==> config.mk <==
export PLATFORM = sky130hd
export DESIGN_NAME = br_next_pc
export DESIGN_NICKNAME = d
export VERILOG_FILES = /design/src/rtl/br_next_pc.sv
export SDC_FILE = /design/constraint.sdc
export NUM_CORES = 1
export LEC_CHECK = 0
export BUFFER_PORTS_ARGS = -buffer_cell sky130_fd_sc_hd__buf_2
export CORE_ASPECT_RATIO = 0.7
export CORE_UTILIZATION = 53
export CTS_CLUSTER_DIAMETER = 200
export DETAILED_ROUTE_END_ITERATION = 8
export GPL_TIMING_DRIVEN = 0
export MAX_ROUTING_LAYER = met4
export PLACE_DENSITY = 0.83
export SETUP_SLACK_MARGIN = 0.5
export SYNTH_ARGS = -nofsm -noshare
export SYNTH_HDL_FRONTEND = slang
export SYNTH_SLANG_ARGS = --single-unit
export TNS_END_PERCENT = 50
==> constraint.sdc <==
create_clock -name clk -period 4.8 [get_ports clk]
set_clock_uncertainty 0.15 [all_clocks]
set_input_delay 0.96 -clock clk [delete_from_list [all_inputs] [get_ports clk]]
set_output_delay 0.96 -clock clk [all_outputs]
set_load 0.01 [all_outputs]
==> src/rtl/br_next_pc.sv <==
module br_next_pc #(
  parameter logic [31:0] RESET_PC = 32'h0000_1000
) (
  input  logic        clk,
  input  logic        rst_n,
  input  logic        step,
  input  logic [3:0]  ctl_kind,
  input  logic [31:0] opa,
  input  logic [31:0] opb,
  input  logic [15:0] br_off,
  input  logic [25:0] j_field,
  input  logic [4:0]  link_rd,
  output logic [31:0] pc,
  output logic [31:0] next_pc,
  output logic        taken,
  output logic        link_we,
  output logic [4:0]  link_addr,
  output logic [31:0] link_data
);

  localparam logic [4:0] RA_REG = 5'd31;

  logic [31:0] pend_tgt;
  logic        pend_v;
  logic [31:0] seq_pc;
  logic [31:0] rel_tgt;
  logic [31:0] abs_tgt;
  logic [31:0] tgt;
  logic        cond;
  logic        wants_link;
  logic        neg;
  logic        zero;

  assign seq_pc    = pc + 32'd4;
  assign rel_tgt   = seq_pc + {{14{br_off[15]}}, br_off, 2'b00};
  assign abs_tgt   = {seq_pc[31:28], j_field, 2'b00};
  assign neg       = opa[31];
  assign zero      = (opa == 32'd0);
  assign link_data = pc + 32'd8;

  always_comb begin
    cond       = 1'b0;
    tgt        = rel_tgt;
    wants_link = 1'b0;
    link_addr  = RA_REG;
    case (ctl_kind)
      4'd1:  cond = (opa == opb);
      4'd2:  cond = (opa != opb);
      4'd3:  cond = neg | zero;
      4'd4:  cond = ~neg & ~zero;
      4'd5:  cond = neg;
      4'd6:  cond = ~neg;
      4'd7:  begin cond = neg;  wants_link = 1'b1; end
      4'd8:  begin cond = ~neg; wants_link = 1'b1; end
      4'd9:  begin cond = 1'b1; tgt = abs_tgt; end
      4'd10: begin cond = 1'b1; tgt = abs_tgt; wants_link = 1'b1; end
      4'd11: begin cond = 1'b1; tgt = opa; end
      4'd12: begin
        cond       = 1'b1;
        tgt        = opa;
        wants_link = (link_rd != 5'd0);
        link_addr  = link_rd;
      end
      default: cond = 1'b0;
    endcase
  end

  assign taken   = step & cond;
  assign link_we = step & wants_link;
  assign next_pc = !step ? pc : (pend_v ? pend_tgt : seq_pc);

  always_ff @(posedge clk) begin
    if (!rst_n) begin
      pc       <= RESET_PC;
      pend_v   <= 1'b0;
      pend_tgt <= 32'd0;
    end else if (step) begin
      pc     <= next_pc;
      pend_v <= cond;
      if (cond) pend_tgt <= tgt;
    end
  end

endmodule


==> results of run 1 <==
[through the flow]
stage	hold slack (ns)	instances	utilization	area (um^2)	setup slack [ns]
after global routing	0.377	1294	0.682	8470	0.438
final	0.361	1294	0.682	8470	0.598
after CTS	0.359	1288	0.673	8360	0.482
after detailed placement	0.353	1274	0.647	8030	0.303
after global placement	0.338	1274	0.647	8030	0.287
after floorplan	0.321	894	-	6740	0.948
[critical path: cells and delay by family, from the launching register on]
family | cells | cell delay [ns]
AOI/OAI and AO/OA | 6 | 1.33
adders and majority gates | 2 | 0.60
xor gates and xnor gates | 1 | 0.21
DFF | 1 | 0.49
and+or+nand+nor | 5 | 1.13
buffers and inverters | 1 | 0.15
[registers in the layout, summed over array words and instances, names as in the netlist]
signal	count
pc	32
pend_tgt	32
pend_v	1
[Yosys cell counts, types with 10 or more instances]
cell type / n / area share
nand2_1: 83 / 0.046
xnor2_1: 80 / 0.10
nor2_1: 70 / 0.039
dfxtp_1: 65 / 0.19
a21oi_1: 51 / 0.038
o21ai_0: 44 / 0.033
clkbuf_1: 35 / 0.019
nand3_1: 34 / 0.025
ha_1: 33 / 0.061
and2_1: 32 / 0.030
nand4_1: 25 / 0.023
xor2_1: 25 / 0.032
a22oi_1: 24 / 0.027
buf_2: 23 / 0.017
nor3_1: 21 / 0.016
inv_1: 17 / 0.0095
a311oi_1: 16 / 0.021
mux2i_1: 16 / 0.024
o22ai_1: 16 / 0.015
and3_1: 15 / 0.014
a31oi_1: 14 / 0.013
buf_4: 12 / 0.013
a211oi_1: 10 / 0.011
a21o_1: 10 / 0.011
nand2b_1: 10 / 0.0093
[worst max-delay path by stage]
stage	startpoint	to	slack, ns	cells after the start
floorplan	pc[3]	pend_tgt[31]	0.95	16
global route	pc[3]	pend_tgt[31]	0.44	15
finish	pc[2]	pend_tgt[31]	0.60	15
global placement	pc[2]	pend_tgt[31]	0.29	15
detailed placement	pc[3]	pend_tgt[29]	0.30	17
CTS	pc[2]	pend_tgt[31]	0.48	15
[layer usage]
layer / up-vias / track usage / routed length, um
met5: - / - / 0
li1: 3738 / - / -
met2: 569 / 0.580 / 10600
met3: 75 / 0.108 / 3080
met1: 3807 / 0.540 / 11200
met4: 0 / 0.126 / 804
[power by group through the flow]
stage / sequential [mW] / clock, mW / combinational (mW)
after floorplan: 0.617 / 0 / 0.395
after global placement: 0.628 / 0 / 0.608
after detailed placement: 0.628 / 0 / 0.614
after CTS: 0.617 / 0.728 / 0.618
after global routing: 0.623 / 0.751 / 0.696
final: 0.620 / 0.732 / 0.641
[layout make-up]
type | count | area, um^2
plain buffers | 75 | 390
clock buffers | 11 | 253
clock inverters | 3 | 65.1
fillers | 1100 | 3950
inverters | 17 | 63.8
multi-input cells | 737 | 5060
flip-flops and latches | 65 | 1310
well taps | 162 | 203
repair buffers | 224 | 1140
[cells by family after synthesis]
logic type | Yosys count | synth area share
adder cells (fa/ha/maj) | 34 | 0.0642
AO/OA/AOI/OAI | 235 | 0.237
flip-flops | 65 | 0.193
buffers and inverters | 92 | 0.0667
AND/OR/NAND/NOR | 340 | 0.266
XOR/XNOR | 106 | 0.139
multiplexers | 22 | 0.0338
[layout by cell type, fill, tap and decap left out, drive strengths merged, types with 12 or more instances in the layout]
| cell type | Yosys | final |
|---|---|---|
| inv | 17 | 17 |
| mux2i | 16 | 16 |
| a21oi | 52 | 52 |
| nand2 | 83 | 83 |
| nor3 | 22 | 22 |
| xor2 | 25 | 25 |
| a31oi | 15 | 15 |
| nor4 | 14 | 14 |
| nor2 | 73 | 73 |
| ha | 33 | 33 |
| o21ai | 47 | 47 |
| a22oi | 25 | 25 |
| a311oi | 17 | 17 |
| o22ai | 16 | 16 |
| a211oi | 12 | 12 |
| dfxtp | 65 | 65 |
| buf | 40 | 264 |
| nand3 | 35 | 35 |
| xnor2 | 81 | 81 |
| nand4 | 25 | 25 |
| and2 | 33 | 33 |
| clkbuf | 35 | 46 |
| and3 | 16 | 16 |
[timing repair]
action                     in CTS  in global routing
setup buffers                   0                  6
resized for setup               5                 20
pin swaps                       1                  4
cloned                          0                  0
setup endpoints to repair       3                  9
==> qor.txt, run 1 <==
outcome - finished clean
Synth Register Bits - 65
clock root cell - clkbuf_16
P_sw - 674 uW
Detail Placement HPWL - 20100 um
GR Overflow Total - 0
CP max FO - 9
hold depth - 2
die outline area - 13200 um^2
DRC Markers - 0
data arrival time of the critical path - 4.27 ns
Post-synth EDFFs - 0
top_reg_cell synth - dfxtp_1
via count - 8189
vias per inst - 6.33
Cell Rows - 34
Ant. Diodes - 0
Die Height - 96.3 um
fin. max-slew vios - 0
total power - 1.99 mW
cell-internal power - 1.32 mW
setup TNS - 0 ns
Fmax - 238 MHz
Initial Utilization - 0.543
P_leak - 3.88 nW
vias in the first global route - 7039
FF-to-FF Start - pc[2]
Reg power frac - 0.311
Clk pwr share - 0.367
WS Path Type - register to register
R2R cell count - 15
async set or reset register ratio after synthesis - 0
wire length per cell - 19.8 um
most used cell, CP - a21o_1
DRT iter0 DRCs - 921
Mapped Area - 6740 um^2
# nets final - 1281
critical path cell sequence - ha_2 > nand2_2 > nor3b_2 > and4b_1 > buf_2 > xor2_1 > ha_1 > a21o_1 > a21o_1 > a21oi_2 > o21bai_1 > a211o_1 > a221oi_4 > nor4b_1 > or3_1
Final min period - 4.20 ns
core box area - 12400 um^2
Slowest-stage cell, CP - dfxtp_2
GPL Wtd Cong - 0.987
average cell area after synthesis - 7.54 um^2
Power Density - 235 nW/um^2
Die Width - 137 um
startpoint types - register
initial antenna violation count - 0
Area Growth Syn to Fin - 25.8%
maximum VDD drop - 0.232 mV
ANT nets after route - 0
combinational share of power - 0.322
first-pass GRT wire length - 38500 um
Yosys warning count - 0
GRT Resource Usage Total - 0.402
Slew @ Worst Pin - 0.883 ns
max cap viols - 0
Max Root-Sink Buffers - 2
worst-skew pair later-pin latency - 0.34 ns
Final setup viols - 0
slowest stage delay, CP - 0.49 ns
I/O Pins - 221
synth unique cells - 81
CTS buffer count - 9
CTS sink cnt - 65
worst hold path type - register to register
largest net degree at the start of global routing - 17
syn_nets - 1046
HP Start - pend_tgt[17]
Sw Ratio - 0.338
Final Hold Fails - 0
Slew headroom - 0.409
Reg clk slew, reported paths - 0.05 ns
RSZ-0062 raised after global routing - true
Max H-tree Level - 3
Hold-fix buffers, CTS - 0
CTS tree - yes
drt total wl - 25600 um
Setup crit end kind - register
layout cell share with drive strength beyond 1 - 0.293
post-synthesis sequential area ratio - 0.193
Final period util - 0.875
WP data required - 4.87 ns
IO buf count - 218
worst hold path endpoint - pend_tgt[17]
reg-to-reg setup timing slack - 0.60 ns
RR Endpoint - pend_tgt[31]
router iterations before antenna repair - 5
Synth Instances - 894
No activity file was read; power rests on OpenSTA's default activity.
==> run 2: changes to the inputs <==
--- a/config.mk
+++ b/config.mk
@@ -13,6 +13,7 @@
 export GPL_TIMING_DRIVEN = 0
 export MAX_ROUTING_LAYER = met4
 export PLACE_DENSITY = 0.83
+export RECOVER_POWER = 100
 export SETUP_SLACK_MARGIN = 0.5
 export SYNTH_ARGS = -nofsm -noshare
 export SYNTH_HDL_FRONTEND = slang
==> run 2 against run 1 <==
  * Critical path depth is the same
  * Via count shrank 0.29%
  * Design area shrank 1.1%
  * Critical path type unchanged
  * Highest routed layer unchanged
==> qor.txt, run 2 (synthesis gave the netlist of run 1 again) <==
drt total wl - 25700 um (was 25600 um)
IO buf count - 218 (unchanged)
setup TNS - 0 ns (unchanged)
ANT nets after route - 0 (unchanged)
Reg clk slew, reported paths - 0.05 ns (about the same)
total power - 1.98 mW (was 1.99 mW)
maximum VDD drop - 0.231 mV (was 0.232 mV)
GR Overflow Total - 0 (unchanged)
max cap viols - 0 (unchanged)
Final period util - 0.926 (was 0.875)
RSZ-0062 raised after global routing - true (unchanged)
WS Path Type - register to register (unchanged)
wire length per cell - 19.9 um (was 19.8 um)
Cell Rows - 34 (unchanged)
most frequent cells in the layout - buf_2 (180), clkbuf_1 (92), nand2_1 (82) (was buf_2 (241), nand2_1 (81), xnor2_1 (78))
# nets final - 1281 (unchanged)
Max H-tree Level - 3 (unchanged)
final instance area - 8380 um^2 (was 8470 um^2)
dpl cell area - 8030 um^2 (unchanged)
I/O Pins - 221 (unchanged)
combinational share of power - 0.319 (was 0.322)
CTS tree - yes (unchanged)
GRT Resource Usage Total - 0.402 (unchanged)
first-pass GRT wire length - 38500 um (unchanged)
router iterations before antenna repair - 5 (unchanged)
outcome - finished clean (unchanged)
vias in the first global route - 7039 (unchanged)
die outline area - 13200 um^2 (unchanged)
Final setup viols - 0 (unchanged)
Fmax - 225 MHz (was 238 MHz)
initial antenna violation count - 0 (unchanged)
Initial Utilization - 0.543 (unchanged)
Top Registers - pc: 32 flops, pend_tgt: 32 flops, pend_v: 1 flops (unchanged)
count of non-filler cells in the finished layout - 1294 (unchanged)
P_sw - 673 uW (was 674 uW)
WP data required - 4.86 ns (was 4.87 ns)
layout cell share with drive strength beyond 1 - 0.232 (was 0.293)
fin util - 0.675 (was 0.682)
Slew @ Worst Pin - 0.862 ns (was 0.883 ns)
cell-internal power - 1.31 mW (was 1.32 mW)
Detail Placement HPWL - 20100 um (unchanged)
GPL Wtd Cong - 0.987 (unchanged)
Die Width - 137 um (unchanged)
worst hold path type - register to register (unchanged)
Area Growth Syn to Fin - 24.4% (was 25.8%)
via count - 8165 (was 8189)
Power Density - 237 nW/um^2 (was 235 nW/um^2)
commonest non-fill, non-tap cell in the layout - buf_2 (unchanged)
vias per inst - 6.31 (was 6.33)
CTS buffer count - 9 (unchanged)
DRT iter0 DRCs - 894 (was 921)
Sw Ratio - 0.339 (was 0.338)
Clk pwr share - 0.368 (was 0.367)
Post-Place Cells - 1274 (unchanged)
Final min period - 4.45 ns (was 4.20 ns)
DRC Markers - 0 (unchanged)
P_leak - 3.63 nW (was 3.88 nW)
Die Height - 96.3 um (unchanged)
clock root cell - clkbuf_16 (unchanged)
CTS sink cnt - 65 (unchanged)
Setup crit end kind - register (unchanged)
core box area - 12400 um^2 (unchanged)
Max Root-Sink Buffers - 2 (unchanged)
fin. max-slew vios - 0 (unchanged)
Final Hold Fails - 0 (unchanged)
# fillers - 1137 (was 1100)
data arrival time of the critical path - 4.51 ns (was 4.27 ns)
Slew headroom - 0.423 (was 0.409)
startpoint types - register (unchanged)
worst-skew pair later-pin latency - 0.34 ns (about the same)
CP max FO - 9 (unchanged)
Ant. Diodes - 0 (unchanged)
largest net degree at the start of global routing - 17 (unchanged)
Reg power frac - 0.312 (was 0.311)
## run 2: stage by stage
| stage | hold slack [ns] | setup WS, ns |
|---|---|---|
| 6_report | 0.357 | 0.354 |
| 5_1_grt | 0.376 | 0.243 |
| 4_1_cts | 0.359 | 0.482 |
| 3_5_place_dp | 0.353 | 0.303 |
| 3_3_place_gp | 0.338 | 0.287 |
| 2_1_floorplan | 0.321 | 0.948 |
## run 2: path summary, 6_finish.rpt
| kind | start | endpoint | slack, ns | depth (start not counted) |
|---|---|---|---|---|
| worst max-delay path | pc[2] | pend_tgt[31] | 0.35 | 15 |
| worst min-delay path | pend_tgt[17] | pend_tgt[17] | 0.36 | 2 |
| worst max register to register | pc[2] | pend_tgt[31] | 0.35 | 15 |
| worst min register to register | pend_tgt[17] | pend_tgt[17] | 0.36 | 2 |
## run 2: power groups by stage
stage	logic, mW	registers (mW)	clock network [mW]
after floorplan	0.395	0.617	0
after global placement	0.608	0.628	0
after detailed placement	0.614	0.628	0
after CTS	0.618	0.617	0.728
after global routing	0.688	0.622	0.751
final	0.633	0.620	0.731
## run 2: what timing repair did
| action | in CTS | in global routing |
|---|---|---|
| resized for setup | 5 | 20 |
| pin swaps | 1 | 4 |
| hold buffers | 0 | 0 |
| endpoints found under the setup margin | 3 | 9 |
| buffers inserted | 0 | 6 |
## run 2: critical path, stage by stage, from the launching register on
cell and delay [ns]:
dfxtp_1 0.63, ha_1 0.37, nand2_2 0.18, nor3b_2 0.30, and4b_1 0.23, buf_2 0.16, xor2_1 0.21, ha_1 0.29
a21o_1 0.18, a21o_1 0.19, a21oi_2 0.22, o21bai_1 0.08, a211o_1 0.33, a221oi_4 0.34, nor4b_1 0.09, or3_1 0.36
## run 2: per-layer routing
| metal | vias up | part of all wire | track usage |
|---|---|---|---|
| li1 | 3732 | - | - |
| met1 | 3782 | 0.43 | 0.540 |
| met5 | - | 0 | - |
| met2 | 584 | 0.42 | 0.580 |
| met3 | 67 | 0.13 | 0.108 |
| met4 | 0 | 0.029 | 0.126 |
## run 2: area by class of cell
class	count	area, um^2	share of cell area
Multi-Input combinational cell	737	5050	0.602
Clock buffer	11	253	0.0302
Tap cell	162	203	0.0242
Timing Repair Buffer	224	1060	0.126
Buffer	75	390	0.0466
Inverter	17	63.8	0.00761
Sequential cell	65	1300	0.155
Clock inverter	3	65.1	0.00776
==> run 3: changes to the inputs <==
--- a/config.mk
+++ b/config.mk
@@ -9,11 +9,13 @@
 export CORE_ASPECT_RATIO = 0.7
 export CORE_UTILIZATION = 53
 export CTS_CLUSTER_DIAMETER = 200
+export CTS_CLUSTER_SIZE = 10
 export DETAILED_ROUTE_END_ITERATION = 8
 export GPL_TIMING_DRIVEN = 0
 export MAX_ROUTING_LAYER = met4
 export PLACE_DENSITY = 0.83
 export RECOVER_POWER = 100
+export REMOVE_ABC_BUFFERS = 1
 export SETUP_SLACK_MARGIN = 0.5
 export SYNTH_ARGS = -nofsm -noshare
 export SYNTH_HDL_FRONTEND = slang
==> run 3 against run 2 <==
  * The run now ends with design-rule violations left
  * Clock power is 19% lower
  * Sequential power rose by 2%
  * Power decreased by 8.8%
  * Via count down 5.1%
  * First-iteration DRC count shrank 26%
  * Design area is 5.4% lower
  * Clock-buffer cell count grew 1
  * Die area did not move
  * Combinational power fell by 7.4%
  * Sequential share of layout area rose by 0.89 points
  * Largest power group is now registers
==> qor.txt, run 3 (synthesis gave the netlist of run 1 again) <==
outcome - finished, violations left (was finished clean)
violated checks - design-rule violations
Final setup viols - 0 (unchanged)
maximum VDD drop - 0.192 mV (was 0.231 mV)
Fmax - 230 MHz (was 225 MHz)
CTS buffer count - 9 (unchanged)
RSZ-0062 raised after global routing - false (was true)
Slew headroom - 0.0489 (was 0.423)
CTS sink cnt - 65 (unchanged)
Power Density - 228 nW/um^2 (was 237 nW/um^2)
drt total wl - 24700 um (was 25700 um)
worst-skew pair later-pin latency - 0.34 ns (about the same)
largest net degree at the start of global routing - 44 (was 17)
Top Registers - pc: 32 flops, pend_tgt: 32 flops, pend_v: 1 flops (unchanged)
Ant. Diodes - 0 (unchanged)
Final min period - 4.35 ns (was 4.45 ns)
Initial Utilization - 0.543 (unchanged)
GR Overflow Total - 0 (unchanged)
R2R cell count - 12 (was 15)
setup ws final - 0.449 ns (was 0.354 ns)
GRT Resource Usage Total - 0.383 (was 0.402)
Die Width - 137 um (unchanged)
vias per inst - 6.33 (was 6.31)
core box area - 12400 um^2 (unchanged)
ANT nets after route - 0 (unchanged)
via count - 7749 (was 8165)
Worst Setup SP - pc[2] (unchanged)
final instance area - 7930 um^2 (was 8380 um^2)
Final Hold Fails - 0 (unchanged)
wire length per cell - 20.2 um (was 19.9 um)
highest routed layer - met4 (unchanged)
# fillers - 1185 (was 1137)
I/O Pins - 221 (unchanged)
first-pass GRT wire length - 36700 um (was 38500 um)
clock root cell - clkbuf_16 (unchanged)
max cap viols - 0 (unchanged)
Hold-fix buffers, CTS - 0 (unchanged)
layout cell share with drive strength beyond 1 - 0.178 (was 0.232)
Final period util - 0.907 (was 0.926)
area of the multi-input gates - 5030 um^2 (was 5050 um^2)
metal2 WL - 10300 um (was 10700 um)
commonest non-fill, non-tap cell in the layout - buf_2 (unchanged)
vias in the first global route - 6686 (was 7039)
HP Start - pend_tgt[17] (unchanged)
Die Height - 96.3 um (unchanged)
DRC Markers - 1 (was 0)
CP max FO - 12 (was 9)
data arrival time of the critical path - 4.37 ns (was 4.51 ns)
worst hold path type - register to register (unchanged)
DRT iter0 DRCs - 660 (was 894)
Area Growth Syn to Fin - 17.7% (was 24.4%)
startpoint types - register (unchanged)
WS Path Type - register to register (unchanged)
fin. max-slew vios - 0 (unchanged)
dpl cell area - 7710 um^2 (was 8030 um^2)
IO buf count - 220 (was 218)
initial antenna violation count - 0 (unchanged)
dpl ws - -0.154 ns (was 0.303 ns)
Reg clk slew, reported paths - 0.06 ns (was 0.05 ns)
CTS tree - yes (unchanged)
Max Root-Sink Buffers - 2 (unchanged)
Hold WS - 0.345 ns (was 0.357 ns)
met3 wire length - 3300 um (about the same)
Routed met1 length - 10600 um (was 11000 um)
hold depth - 2 (unchanged)
die outline area - 13200 um^2 (unchanged)
# nets final - 1212 (was 1281)
most frequent cells in the layout - buf_2 (134), clkbuf_1 (89), nand2_1 (82) (was buf_2 (180), clkbuf_1 (92), nand2_1 (82))
GPL Wtd Cong - 0.981 (was 0.987)
Cell Rows - 34 (unchanged)
Setup crit end kind - register (unchanged)
Slew @ Worst Pin - 1.43 ns (was 0.862 ns)
Detail Placement HPWL - 17900 um (was 20100 um)
Max H-tree Level - 3 (unchanged)
FF+latch area - 1300 um^2 (unchanged)
P_leak - 3.25 nW (was 3.63 nW)
FF-to-FF Start - pc[2] (unchanged)
WP data required - 4.82 ns (was 4.86 ns)
router iterations before antenna repair - 7 (was 5)
==> run 3: cell types whose count changed in the layout (fill, tap and decap cells not counted), moves of 4 or more <==
cell / delta
and2_1: -12
clkbuf_2: -4
buf_6: -4
buf_2: -46
clkbuf_4: -4
and2_0: +12
buf_4: -10
==> run 3: worst paths after layout <==
path | to | slack [ns]
hold reg to reg | pend_tgt[17] | 0.35
setup reg to reg | pend_tgt[24] | 0.45
setup / recovery | pend_tgt[24] | 0.45
hold / removal | pend_tgt[17] | 0.35
==> run 3: stage by stage <==
stage | std cells | utilization | setup TNS, ns | power (mW)
after global routing | 1224 | 0.638 | 0 | 1.88
after global placement | 1201 | 0.616 | -0.0809 | 1.19
final | 1224 | 0.638 | 0 | 1.81
after floorplan | 819 | - | 0 | 0.978
after CTS | 1221 | 0.647 | 0 | 1.80
after detailed placement | 1203 | 0.621 | -0.154 | 1.21
==> run 3: layer usage <==
layer,up-vias,GRT usage
met5,-,-
met4,0,0.101
met3,40,0.0890
met2,532,0.550
met1,3582,0.532
li1,3595,-
==> run 3: power by group <==
group,internal (mW),switching [mW]
clock,0.354,0.235
combinational,0.237,0.349
sequential,0.581,0.0538
total,1.17,0.638
==> run 3: area by class of cell <==
class	instances	share of cell area
clock buffers	12	0.0311
clock inverters	1	0.000631
inverters	17	0.00821
multi-input cells	739	0.635
flip-flops and latches	65	0.164
well taps	162	0.0256
repair buffers	227	0.135
repair inverters	1	0.000631
==> run 3: what timing repair did <==
item                                    in CTS  in global routing
resized for setup                           11                 11
gates cloned                                 3                  0
buffers inserted                             2                  3
endpoints found under the setup margin      18                 12
pin swaps                                    1                  2
==> run 3: critical path: stages, from the launching register on <==
cell and delay (ns):
dfxtp_1 0.49, clkbuf_1 0.60, nand4_1 0.20, xnor2_1 0.21
ha_1 0.38, o211ai_1 0.10, o21ai_0 0.38, o31ai_1 0.20
a31oi_1 0.57, a211oi_1 0.24, a32o_1 0.33, a21oi_1 0.25
a21oi_1 0.10
